### config.mk
export PLATFORM = sky130hd
export DESIGN_NAME = sram_cycle_ctrl
export DESIGN_NICKNAME = d
export VERILOG_FILES = /design/src/rtl/sram_ctrl_pkg.sv /design/src/rtl/sram_cycle_timer.sv /design/src/rtl/sram_lane_gate.sv /design/src/rtl/sram_cycle_ctrl.sv
export SDC_FILE = /design/constraint.sdc
export NUM_CORES = 1
export LEC_CHECK = 0
export ABC_AREA = 1
export BUFFER_PORTS_ARGS = -buffer_cell sky130_fd_sc_hd__buf_4
export CAP_MARGIN = 20
export CORE_ASPECT_RATIO = 0.6
export CORE_MARGIN = 2
export CORE_UTILIZATION = 35
export DETAILED_ROUTE_END_ITERATION = 12
export PLACE_DENSITY = 0.69
export SLEW_MARGIN = 20
export SYNTH_ARGS = -nofsm -noshare
export SYNTH_HDL_FRONTEND = slang
export SYNTH_HIERARCHICAL = 1
export SYNTH_SLANG_ARGS = --single-unit
### constraint.sdc
create_clock -name clk -period 1.55 [get_ports clk]
set_input_delay 0.31 -clock clk [delete_from_list [all_inputs] [get_ports clk]]
set_output_delay 0.31 -clock clk [all_outputs]
set_load 0.01 [all_outputs]
### src/rtl/sram_ctrl_pkg.sv
// Package: shared state encoding and compile-time helpers for the
// asynchronous SRAM cycle controller. Assumes positive integer inputs.
package sram_ctrl_pkg;

    typedef enum logic [2:0] {
        ST_IDLE,
        ST_WSETUP,
        ST_WPULSE,
        ST_WHOLD,
        ST_RACC
    } ctrl_state_t;

    // Integer division rounded up, used to turn picoseconds into cycles.
    function automatic int ceil_div(input int num, input int den);
        return (num + den - 1) / den;
    endfunction

    // Larger of two integers.
    function automatic int max2(input int a, input int b);
        return (a > b) ? a : b;
    endfunction

endpackage

### src/rtl/sram_cycle_timer.sv
// Phase timer: loads a cycle count minus one and counts down to zero.
// done is high in the final cycle of the loaded phase. Assumes that load
// is asserted on the edge that starts the phase.
module sram_cycle_timer #(
    parameter int CNT_W = 2
) (
    input  logic             clk,
    input  logic             rst_n,
    input  logic             load,
    input  logic [CNT_W-1:0] load_val,
    output logic             done
);

    logic [CNT_W-1:0] cnt_q;

    // Load on phase entry, otherwise count down and hold at zero.
    always_ff @(posedge clk) begin
        if (!rst_n)
            cnt_q <= '0;
        else if (load)
            cnt_q <= load_val;
        else if (cnt_q != '0)
            cnt_q <= cnt_q - 1'b1;
    end

    assign done = (cnt_q == '0);

endmodule

### src/rtl/sram_lane_gate.sv
// Byte-lane gate: passes each lane of din whose enable bit is set and
// forces the other lanes to zero. Assumes that lane 0 is the least
// significant lane.
module sram_lane_gate #(
    parameter int LANES  = 2,
    parameter int LANE_W = 8
) (
    input  logic [LANES*LANE_W-1:0] din,
    input  logic [LANES-1:0]        en,
    output logic [LANES*LANE_W-1:0] dout
);

    for (genvar g = 0; g < LANES; g++) begin : g_lane
        // One lane: pass when enabled, zero otherwise.
        assign dout[g*LANE_W +: LANE_W] = en[g] ? din[g*LANE_W +: LANE_W] : '0;
    end

endmodule

### src/rtl/sram_cycle_ctrl.sv
// Asynchronous SRAM cycle controller. It accepts one request at a time and
// plays out a timed read or write on an asynchronous static RAM. All RAM
// controls are registered. Phase lengths are cycle counts rounded up from
// nanosecond minimums expressed in picoseconds. Assumptions: the RAM needs
// zero address setup and zero write recovery; the pad tristate sits outside
// and is steered by mem_dq_oe.
module sram_cycle_ctrl
    import sram_ctrl_pkg::*;
#(
    parameter int ADDR_W        = 18,
    parameter int DATA_W        = 16,
    parameter int LANE_W        = 8,
    parameter int CLK_PERIOD_PS = 4000,
    parameter int T_AA_PS       = 10000,
    parameter int T_RC_PS       = 10000,
    parameter int T_WP_PS       = 7000,
    parameter int T_DW_PS       = 5000,
    parameter int T_CW_PS       = 7000
) (
    input  logic                     clk,
    input  logic                     rst_n,
    input  logic                     req_valid,
    output logic                     req_ready,
    input  logic                     req_write,
    input  logic [ADDR_W-1:0]        req_addr,
    input  logic [DATA_W-1:0]        req_wdata,
    input  logic [DATA_W/LANE_W-1:0] req_be,
    output logic                     rsp_valid,
    output logic [DATA_W-1:0]        rsp_rdata,
    output logic [ADDR_W-1:0]        mem_addr,
    output logic                     mem_cs_n,
    output logic                     mem_we_n,
    output logic                     mem_oe_n,
    output logic [DATA_W/LANE_W-1:0] mem_be_n,
    output logic [DATA_W-1:0]        mem_dq_o,
    output logic                     mem_dq_oe,
    input  logic [DATA_W-1:0]        mem_dq_i
);

    localparam int LANES  = DATA_W / LANE_W;
    localparam int RD_CYC = max2(1, ceil_div(max2(T_AA_PS, T_RC_PS), CLK_PERIOD_PS));
    localparam int WP_CYC = max2(1, ceil_div(max2(max2(T_WP_PS, T_DW_PS), T_CW_PS),
                                             CLK_PERIOD_PS));
    localparam int CNT_W  = max2(1, $clog2(max2(RD_CYC, WP_CYC) + 1));

    ctrl_state_t       state_q;
    logic              tmr_load;
    logic [CNT_W-1:0]  tmr_val;
    logic              tmr_done;
    logic [DATA_W-1:0] rd_gated;

    // Ready whenever the controller is idle.
    assign req_ready = (state_q == ST_IDLE);

    // Timer load: access length on read accept, pulse length at write setup.
    always_comb begin
        tmr_load = 1'b0;
        tmr_val  = '0;
        if (state_q == ST_IDLE && req_valid && !req_write) begin
            tmr_load = 1'b1;
            tmr_val  = CNT_W'(RD_CYC - 1);
        end else if (state_q == ST_WSETUP) begin
            tmr_load = 1'b1;
            tmr_val  = CNT_W'(WP_CYC - 1);
        end
    end

    sram_cycle_timer #(
        .CNT_W (CNT_W)
    ) u_timer (
        .clk      (clk),
        .rst_n    (rst_n),
        .load     (tmr_load),
        .load_val (tmr_val),
        .done     (tmr_done)
    );

    sram_lane_gate #(
        .LANES  (LANES),
        .LANE_W (LANE_W)
    ) u_gate (
        .din  (mem_dq_i),
        .en   (~mem_be_n),
        .dout (rd_gated)
    );

    // Cycle sequencer: steps through phases and drives every RAM control.
    always_ff @(posedge clk) begin
        if (!rst_n) begin
            state_q   <= ST_IDLE;
            mem_addr  <= '0;
            mem_cs_n  <= 1'b1;
            mem_we_n  <= 1'b1;
            mem_oe_n  <= 1'b1;
            mem_be_n  <= '1;
            mem_dq_o  <= '0;
            mem_dq_oe <= 1'b0;
            rsp_valid <= 1'b0;
            rsp_rdata <= '0;
        end else begin
            rsp_valid <= 1'b0;
            case (state_q)
                ST_IDLE: begin
                    if (req_valid) begin
                        mem_addr <= req_addr;
                        mem_be_n <= ~req_be;
                        mem_cs_n <= 1'b0;
                        if (req_write) begin
                            mem_dq_o <= req_wdata;
                            state_q  <= ST_WSETUP;
                        end else begin
                            mem_oe_n <= 1'b0;
                            state_q  <= ST_RACC;
                        end
                    end
                end
                ST_WSETUP: begin
                    mem_we_n  <= 1'b0;
                    mem_dq_oe <= 1'b1;
                    state_q   <= ST_WPULSE;
                end
                ST_WPULSE: begin
                    if (tmr_done) begin
                        mem_we_n  <= 1'b1;
                        mem_dq_oe <= 1'b0;
                        state_q   <= ST_WHOLD;
                    end
                end
                ST_WHOLD: begin
                    mem_cs_n <= 1'b1;
                    mem_be_n <= '1;
                    state_q  <= ST_IDLE;
                end
                ST_RACC: begin
                    if (tmr_done) begin
                        rsp_rdata <= rd_gated;
                        rsp_valid <= 1'b1;
                        mem_cs_n  <= 1'b1;
                        mem_oe_n  <= 1'b1;
                        mem_be_n  <= '1;
                        state_q   <= ST_IDLE;
                    end
                end
                default: state_q <= ST_IDLE;
            endcase
        end
    end

endmodule

Yosys cells after proc, flatten, opt, wreduce, memory -nomap -nowiden
Cells that the tools add are included.

word-level totals
  word-level logic and storage cells = 66
  bits in registers = 62
  bits of input ports = 56

operators by class
  bitwise operators = 2
  reduce and logical (&&, ||, !) cells = 18
  $add $sub $neg = 1
  equal/unequal tests = 8
  muxes and demuxes = 26

operators by type and width
  kind                 count
  $mux 8               2
  $mux 3               4
  $pmux 3 s4           1
  $mux 2               5
  $mux 1               9
  $reduce_and 3->1     3
  $ne 2x2->1 const B   4
  $reduce_and 2->1     4
  $reduce_bool 2->1    4
  $eq 3x2->1 const B   2
  $pmux 1 s2           3
  $pmux 2 s3           1
  $not 2->2            2
  $reduce_and 4->1     1
  $eq 3x1->1 const B   1
  $eq 3x3->1 const B   1
  $logic_not 3->1      1
  $pmux 1 s3           1
  $reduce_bool 3->1    1
  $logic_and 1x1->1    2
  $logic_not 2->1      1
  $sub 2x1->2 const B  1
  $logic_not 1->1      1

Logic depth before layout (Yosys ltp)
Gate-level depths: netlist of the first run.

  depth in word-level cells = 5
  depth in mapped cells = 8

By module
Netlist of the first run, hierarchy kept.

modules (own cells, without submodules)
  module            times used  sequential area each (um^2)  area each (um^2)  cells an instance
  sram_cycle_ctrl   1           1,201.2                      2,222.1           287
  sram_lane_gate    1           0.0                          130.1             34
  sram_cycle_timer  1           40.0                         110.1             16

Worst setup path after synthesis of the first run
OpenSTA, ideal clock, no wires.

  path type = register -> register
  start point = reg u_timer.cnt_q[0]
  end point = reg rsp_rdata[0]
  period minus slack after synthesis = 1.320 ns
  buffers on the path = 1
  data arrival time = 1.204 ns
  library setup time = 0.116 ns
  required time = 1.434 ns
  path slack = 0.230 ns
  cell stages (with the launch flop) = 9
  cells stage by stage = dfxtp_1 inv_1 ha_1 inv_1 nor2_4 inv_2 buf_2 nor2_1 nor2_1

between the ends
  longest elaborated chain between the ends = 2

ends and longest elaborated chain
  item                               line                    RTL
  from (decl)                        sram_cycle_timer.sv:14  logic [CNT_W-1:0] cnt_q;
  from (signal assigned)             sram_cycle_timer.sv:21  cnt_q <= load_val;
  from (signal assigned)             sram_cycle_timer.sv:23  cnt_q <= cnt_q - 1'b1;
  $logic_not 2->1                    sram_cycle_timer.sv:26  assign done = (cnt_q == '0);
  via tmr_done                       sram_cycle_ctrl.sv:49   logic tmr_done;
  $reduce_and 2->1 (no source line)  n/a
  to (signal assigned)               sram_cycle_ctrl.sv:136  rsp_rdata <= rd_gated;
  to (decl)                          sram_cycle_ctrl.sv:29   output logic [DATA_W-1:0] rsp_rdata,

The timed path passes the listed nets, and every way through them passes these cells.
A chain may end at the register's enable or synchronous reset.

Worst setup path after layout of the first run
  start point = reg state_q[1]
  end point = out req_ready

between the ends
  longest elaborated chain between the ends = 1

ends and longest elaborated chain
  item                    line                    RTL
  from (decl)             sram_cycle_ctrl.sv:46   ctrl_state_t state_q;
  from (signal assigned)  sram_cycle_ctrl.sv:90   state_q <= ST_IDLE;
  from (signal assigned)  sram_cycle_ctrl.sv:110  state_q <= ST_WSETUP;
  from (signal assigned)  sram_cycle_ctrl.sv:113  state_q <= ST_RACC;
  $logic_not 3->1         sram_cycle_ctrl.sv:53   assign req_ready = (state_q == ST_IDLE);
  to (decl)               sram_cycle_ctrl.sv:23   output logic req_ready,

Every way passes these cells.

==> flow_summary.ini, run 1 <==
[yosys]
synthDistinctLibCells = 21
syn_area_per_cell_um2 = 7.307
synth_edf_count = 0
yosys-top-cells-area = dfxtp_1 50%, nor2_1 11%, nand2_1 8.4%
yosys_warnings = 6
synth_seq_area_share = 0.5041
syn_nets = 394
yosysMostFrequentCell = nor2_1
synth_area_leader_cell = dfxtp_1
synth_ff_type = dfxtp_1
syn_inst = 337
yosys-top-cells-count = 71 x nor2_1, 62 x dfxtp_1, 55 x nand2_1
async_flop_share = 0
synth_top_area_frac = 0.5041
syn_area_um2 = 2462
ys_ff_latch = 62

[drt]
ant_nets = 0
num_vias = 2471
wl_um = 6636
drc = 0
detail_route.vias_per_cell = 4.551
routed-wl-met2_um = 2833
dr_wl_met3_um = 499
dr.max_layer_used = met4
met1_length_um = 3145
dr.pass1.iters = 4
drt-initial-drc-count = 102
wl_per_cell_um = 12.22

[timing]
drv_slew = 0
finalCritPeriodShare = 0.9377
rsz0062_at_grt = no
fin_tns_setup_ps = 0
setup_slack_ps = 96.54
max-slew-margin-rel = 0.7730
fin_crit_ps = 1453
finalSetupViolCount = 0
worst_pin_slew_ps = 339.9
fin_skew_ps = 7.167
finalHoldViolations = 0
fmax_ghz = 0.6880

[clocking]
numClockSinks = 62
cts_buffers = 9
clock-root-buffer = clkbuf_16
h-tree-depth = 3
cts_tree = yes
holdBufCountCts = 0
clkLatencyLatePin_ps = 320
clk_path_buf_depth = 2
clk_pin_slew_worst_paths_ps = 50

[floorplanning]
io_pins = 114
row_count = 23
die_area_um2 = 7744
start_util = 0.3657
core-area_um2 = 6734
fp.dieW_um = 112.3
die-height_um = 68.97

[setup_path]
critPathMaxFanout = 4
worstSetupPathType = flip-flop to output port
end_kind = output port
setup.worst_path.start_class = flip-flop
setup.worst_path.start = state_q[1]
cp.arrival_ps = 1140
worst_r2r_startpoint = state_q[1]
crit_required_ps = 1240

[hold_path]
holdCritPathClass = primary input to flip-flop
hold_start = req_addr[1]

[global_routing]
track_usage = 0.1765
grt_pass1_wl_um = 10540
grt_max_degree = 34
grt-ovfl-total = 0
grt_pass1_vias = 2312
antenna_found_initial = 0

[pwr]
powerDensity_nw_per_um2 = 1318
p_leak_nw = 1.944
peakVddDrop_uv = 622.8
p_total_w = 0.004840

[placement]
gp_congestion = 0.8127
dp_slack_ps = 77.76
dpl.hpwl_um = 4758
portBuffers = 113

[cells_and_area]
drive_above_1_share = 0.3180
layout-area-overhead-vs-synth_pct = 49.09
fin_nets = 510
n_antenna_cell = 0

[status]
outcome = completed

[flow_run]
cap_violations = 0
==> final cells by class <==
type                            instances  area, um^2
Multi-Input combinational cell        221       988.4
Timing Repair Buffer                  122       915.9
Fill cell                             629        3063
Clock inverter                          5       52.55
Clock buffer                            9       225.2
Tap cell                               87       108.9
Sequential cell                        62        1241
Inverter                               37       138.9
==> metrics by stage <==
stage | utilization | hold WS [ps] | cells | area, um^2
6_report | 0.5452 | 208.1 | 543 | 3671
5_1_grt | 0.5452 | 212.8 | 543 | 3671
4_1_cts | 0.5403 | 197.2 | 539 | 3638
3_5_place_dp | 0.4991 | 453.7 | 525 | 3361
3_3_place_gp | 0.4991 | 450.6 | 525 | 3361
2_1_floorplan | - | 444.9 | 337 | 2462
==> final timing paths <==
path,end,slack [ps],cells after the start
setup / recovery,req_ready,100,4
hold reg to reg,mem_dq_o[12],460,2
hold / removal,mem_addr[1],210,3
setup reg to reg,mem_addr[16],150,7
==> what timing repair did <==
| action | 4_1_cts | 5_1_grt |
|---|---|---|
| hold endpoints to repair | 0 | 0 |
| setup endpoints to repair | 0 | 5 |
| setup buffers | 0 | 4 |
| resized for setup | 0 | 1 |
==> cells by family after synthesis <==
kind of cell | count (synthesis) | share of synthesized area
and+or+nand+nor | 160 | 0.2724
DFF | 62 | 0.5041
AOI/OAI and AO/OA | 60 | 0.1230
buffers and inverters | 54 | 0.09553
adders and majority gates | 1 | 0.005080
==> cells in the final DEF, fill, tap and decap left out, types with 2 or more instances in the layout <==
cell type / n
a21oi_1: 21
buf_4: 122
nand2_1: 55
inv_2: 2
o21ai_0: 35
nand3_1: 26
clkbuf_16: 9
inv_1: 35
clkinv_2: 3
nand2_2: 2
nor2_1: 71
o21ai_1: 3
nor2_2: 2
dfxtp_1: 62
==> worst max-delay path: stages (launching register included) <==
cell	delay, ps
dfxtp_1	390
inv_1	110
nand2_2	140
inv_1	50
buf_4	140
==> registers in the layout, summed over array words and instances (netlist names), 2 cells and up <==
name and count:
mem_addr 18, mem_dq_o 16, rsp_rdata 16, state_q 3, mem_be_n 2, u_timer/cnt_q 2
==> power breakdown <==
part           switching [W]  internal, W  total, W  leakage (nW)
logic               0.000594     0.000501   0.00110          1.30
clock network       0.000648      0.00121   0.00186         0.137
registers           0.000105      0.00178   0.00188         0.508
==> metal layers <==
layer  global-route usage  vias up
met4              0.08994        0
met1               0.2061     1085
met3              0.08042       16
met5                    0        -
met2               0.2801       80
li1                     -     1290
Power figures use the tool's default switching activity.
==> run 2: changes to the inputs <==
Settings changed: CORE_ASPECT_RATIO 0.6 to unset, RECOVER_POWER set to 50.
==> flow_summary.ini, run 2 (synthesized netlist as in run 1, its figures left out) <==
[status]
outcome = completed

[timing]
max-slew-margin-rel = 0.5835
setup_slack_ps = 106.9
rsz0062_at_grt = no
finalHoldViolations = 0
worst_pin_slew_ps = 624.1
drv_slew = 0
fin_tns_setup_ps = 0
finalCritPeriodShare = 0.9310
fin_skew_ps = 10.90
fin_crit_ps = 1443
finalSetupViolCount = 0
fmax_ghz = 0.6930

[drt]
drc = 0
drt-initial-drc-count = 113
wl_um = 6404
detail_route.vias_per_cell = 4.476
ant_nets = 0
wl_per_cell_um = 11.60
num_vias = 2471
dr.pass1.iters = 4

[pwr]
peakVddDrop_uv = 606.0
p_leak_nw = 1.674
powerDensity_nw_per_um2 = 1264

[clocking]
cts_tree = yes
numClockSinks = 62
h-tree-depth = 3
holdBufCountCts = 0
clock-root-buffer = clkbuf_8
cts_buffers = 9
clk_pin_slew_worst_paths_ps = 70
clk_path_buf_depth = 2
clkLatencyLatePin_ps = 330

[placement]
dpl.hpwl_um = 4598
gp_congestion = 0.8257
portBuffers = 113
dp_slack_ps = 65.61

[setup_path]
critPathMaxFanout = 5
worstSetupPathType = flip-flop to output port
cp_cell_sequence = nor2_4, nand2_2, inv_1, buf_4
setup.worst_path.start_class = flip-flop
max_stage_delay_ps = 440
cp.arrival_ps = 1130
crit_required_ps = 1240
end_kind = output port
worst_path_max_delay_cell = dfxtp_1

[cells_and_area]
layout-area-overhead-vs-synth_pct = 37.65
regArea_um2 = 1241
largest_reg_flops = 18
regMostFlops = mem_addr
fin_nets = 509
reg.largest.list = mem_addr: 18 flops, mem_dq_o: 16 flops, rsp_rdata: 16 flops
drive_above_1_share = 0.1886
layout_commonest_cell = nor2_1
n_fill_cell = 727
final_cell_mix = 71 x nor2_1, 63 x buf_4, 62 x dfxtp_1, 58 x clkbuf_1, 55 x nand2_1
n_antenna_cell = 0
multi_input_area_um2 = 991.0

[floorplanning]
core-area_um2 = 6794
io_pins = 114
fp.dieW_um = 87.88
die-height_um = 87.88
start_util = 0.3624
die_area_um2 = 7722
row_count = 30

[flow_run]
cap_violations = 0

[global_routing]
grt_pass1_vias = 2236
grt_pass1_wl_um = 10130
grt-ovfl-total = 0
grt_max_degree = 30
track_usage = 0.1697
antenna_found_initial = 0

[hold_path]
holdCritPathClass = primary input to flip-flop
## run 2: changes by cell type in the layout (fill, tap and decap cells not counted)
cell	previous run	this run
clkinv_2	3	1
clkbuf_1	0	58
ha_1	0	1
buf_4	122	63
nor2_2	2	1
ha_2	1	0
clkbuf_8	0	12
clkbuf_16	9	0
nor2_4	1	2
## run 2: path summary, 6_finish.rpt
check / cells after the start / start / slack (ps) / endpoint
max: 4 / state_q[0] / 110 / req_ready
min: 3 / req_addr[2] / 200 / mem_addr[2]
max reg2reg: 8 / state_q[0] / 150 / u_timer/cnt_q[0]
min reg2reg: 2 / mem_dq_o[10] / 460 / mem_dq_o[10]
## run 2: report_power, final
part           switching (W)  internal, W  leakage, nW
registers           0.000102      0.00178        0.508
logic               0.000586     0.000374         1.06
clock network       0.000584     0.000863        0.104
total                0.00127      0.00301         1.67
## run 2: final cells by class
type                       count  area share
multi-input combinational    221      0.2924
tap                           96     0.03544
clock inverter                 3     0.01255
clock buffer                  12     0.04873
sequential                    62      0.3662
inverter                      37     0.04097
timing repair buffer         121      0.2038
## run 2: routing by layer
metal  share of wire  vias up  GRT usage
met1            0.44     1118     0.2041
met3           0.046        7    0.04147
met5               0        -          0
met2            0.50       60     0.2817
met4           0.014        0    0.08671
li1                -     1286          -
## run 2: timing repair
action                                  CTS  global route
endpoints found under the setup margin    0            19
setup buffers                             0             4
gates resized for setup                   0             1
## run 2: through the flow
stage                     total power (W)  instances  area, um^2  hold slack [ps]  utilization
after floorplan                  0.002511        337        2462            444.9            -
after global placement           0.002960        533        3364            451.6       0.4952
after detailed placement         0.002982        533        3364            455.5       0.4952
after CTS                        0.004452        548        3572            183.9       0.5258
after global routing             0.004577        552        3390            194.7       0.4989
final                            0.004284        552        3390            201.1       0.4989
## run 2: worst max-delay path: cells and delay by family (launching register included)
family | cells | cell delay [ps]
buffers and inverters | 2 | 190
AND/OR/NAND/NOR | 2 | 180
flip-flops | 1 | 440
==> run 3: changes to the inputs <==
Settings changed: PLACE_DENSITY 0.69 to 0.7, SYNTH_HIERARCHICAL 1 to unset.
==> flow_summary.ini, run 3 <==
[drt]
wl_um = 6014
drt-initial-drc-count = 55
detail_route.vias_per_cell = 4.705
ant_nets = 0
dr.pass1.iters = 4
drc = 0
wl_per_cell_um = 12.08
num_vias = 2343

[cells_and_area]
regMostFlops = mem_addr
fin_area_um2 = 3301
fin_nets = 474
largest_reg_flops = 18
stdcell_count = 498
reg.largest.list = mem_addr: 18 flops, mem_dq_o: 16 flops, rsp_rdata: 16 flops
n_antenna_cell = 0
layout_commonest_cell = buf_4
final_cell_mix = 65 x buf_4, 61 x dfxtp_1, 58 x clkbuf_1, 56 x nand2_1, 42 x nand3_1
layout-area-overhead-vs-synth_pct = 42.83
drive_above_1_share = 0.2090

[placement]
dp_slack_ps = 52.00
gp_congestion = 0.7507
placedInstanceArea_um2 = 3249
dpl.hpwl_um = 4335
place_inst = 480
portBuffers = 113

[setup_path]
end_kind = flip-flop
cpMostUsedCell = inv_1
max_stage_delay_ps = 310
worst_path_max_delay_cell = dfxtp_1
setup.worst_path.start_class = flip-flop
crit_required_ps = 1760
cp.arrival_ps = 1670
worstSetupPathType = flip-flop to flip-flop
cp_cell_sequence = inv_1, ha_1, inv_1, nor2_4, clkinvlp_4, buf_4, nand3_1, o21ai_0
critPathMaxFanout = 10

[pwr]
p_int_w = 0.003095
p_seq_frac = 0.426
switching_share = 0.2833
switching_power_w = 0.001223
powerDensity_nw_per_um2 = 1308
p_leak_nw = 1.432
p_total_w = 0.004319
peakVddDrop_uv = 668.9
p_clk_frac = 0.365
power_frac_comb = 0.209

[global_routing]
grt_pass1_vias = 2191
antenna_found_initial = 0
grt-ovfl-total = 0
grt_pass1_wl_um = 9591
grt_max_degree = 20
track_usage = 0.1657

[clocking]
clkLatencyLatePin_ps = 330
clk_path_buf_depth = 2
cts_buffers = 9
cts_tree = yes
clock-root-buffer = clkbuf_8
clk_pin_slew_worst_paths_ps = 70
h-tree-depth = 3
numClockSinks = 62

[yosys]
synth_top_family_by_area = simple AND/OR/NAND/NOR gates
synth-xor-area-share = 0
yosys-top-cells-area = dfxtp_1 54%, nand2_1 9.1%, nand3_1 9.1%
synth_ff_type = dfxtp_1
async_flop_share = 0
synth_edf_count = 0
yosysMostFrequentCell = dfxtp_1
yosys_warnings = 0
yosys-top-cells-count = 62 x dfxtp_1, 56 x nand2_1, 42 x nand3_1
syn_nets = 356
synth_top_area_frac = 0.5371
synth-compound-area-share = 0.1234
synth_seq_area_share = 0.5371
synth_adder_area_share = 0.005414
muxShareOfSynthArea = 0
syn_area_um2 = 2311
synthDistinctLibCells = 21
ys_ff_latch = 62
syn_inst = 299
synth_area_leader_cell = dfxtp_1
yosys.area_share.simple = 0.2723
syn_area_per_cell_um2 = 7.729

[timing]
finalSetupViolCount = 0
setup_slack_ps = 87.75
finalCritPeriodShare = 0.9434
worst_pin_slew_ps = 300.7
fmax_ghz = 0.6839
rsz0062_at_grt = no
fin_tns_setup_ps = 0
drv_slew = 0
finalHoldViolations = 0
fin_crit_ps = 1462
fin_skew_ps = 7.198
max-slew-margin-rel = 0.7992

[floorplanning]
die_area_um2 = 7268
io_pins = 114
start_util = 0.3639
fp.dieW_um = 85.26
row_count = 29
die-height_um = 85.26
core-area_um2 = 6350

[flow_run]
cap_violations = 0

[status]
outcome = completed

[hold_path]
holdCritPathClass = primary input to flip-flop
[run 3: cell count changes after synthesis, moves of 2 or more]
cell / change
buf_6: -2
o21ai_0: -10
nor2_1: -32
nand3_1: +16
inv_1: -17
buf_1: +2
o21ai_1: +9
buf_4: -2
[run 3: stage by stage]
step / hold slack [ps] / util
global route: 187.5 / 0.5198
detailed placement: 456.3 / 0.5117
finish: 201.8 / 0.5198
floorplan: 444.9 / -
CTS: 183.5 / 0.5468
global placement: 450.2 / 0.5117
[run 3: power by group through the flow]
stage / combinational [W] / clock (W) / sequential, W
2_1_floorplan: 0.000487 / 0 / 0.00192
3_3_place_gp: 0.000960 / 0 / 0.00187
3_5_place_dp: 0.000979 / 0 / 0.00187
4_1_cts: 0.000982 / 0.00162 / 0.00184
5_1_grt: 0.00101 / 0.00171 / 0.00186
6_report: 0.000903 / 0.00158 / 0.00184
[run 3: kinds of logic (layout without fill, tap and decap cells)]
| kind of cell | count (synthesis) | in the layout |
|---|---|---|
| AO/OA/AOI/OAI | 57 | 57 |
| adder cells (fa/ha/maj) | 1 | 1 |
| buffers and inverters | 35 | 157 |
| flip-flops | 62 | 62 |
| AND/OR/NAND/NOR | 144 | 144 |
[run 3: critical path, delay by kind of cell, from the launching register on]
kind            cells  cell delay (ps)
compound gates      1               80
fa+ha+maj           1              230
flops               1              310
buf+inv             4              500
simple gates        2              220
[run 3: layout make-up]
cell class	count	area, um^2
Fill cell	648	3049
Sequential cell	62	1242
Multi-Input combinational cell	202	942.2
Timing Repair Buffer	123	721.9
Clock buffer	12	155.1
Tap cell	77	96.34
Inverter	19	75.07
Clock inverter	3	67.56
[run 3: final timing paths]
kind	cells past startpoint	slack, ps	start	to
min reg2reg	2	470	mem_dq_o[4]	mem_dq_o[4]
max	8	90	u_timer.cnt_q[0]	rsp_rdata[7]
max reg2reg	8	90	u_timer.cnt_q[0]	rsp_rdata[7]
min	3	200	req_addr[17]	mem_addr[17]
[run 3: layer usage]
metal,wire [um],GRT usage
met1,2718,0.1930
met2,2807,0.2706
met3,407,0.06323
met4,81,0.07359
met5,0,0
[run 3: what timing repair did]
action | CTS | global route
setup buffers | 0 | 3
setup endpoints to repair | 0 | 26
hold buffers | 0 | 0
resized for setup | 0 | 5
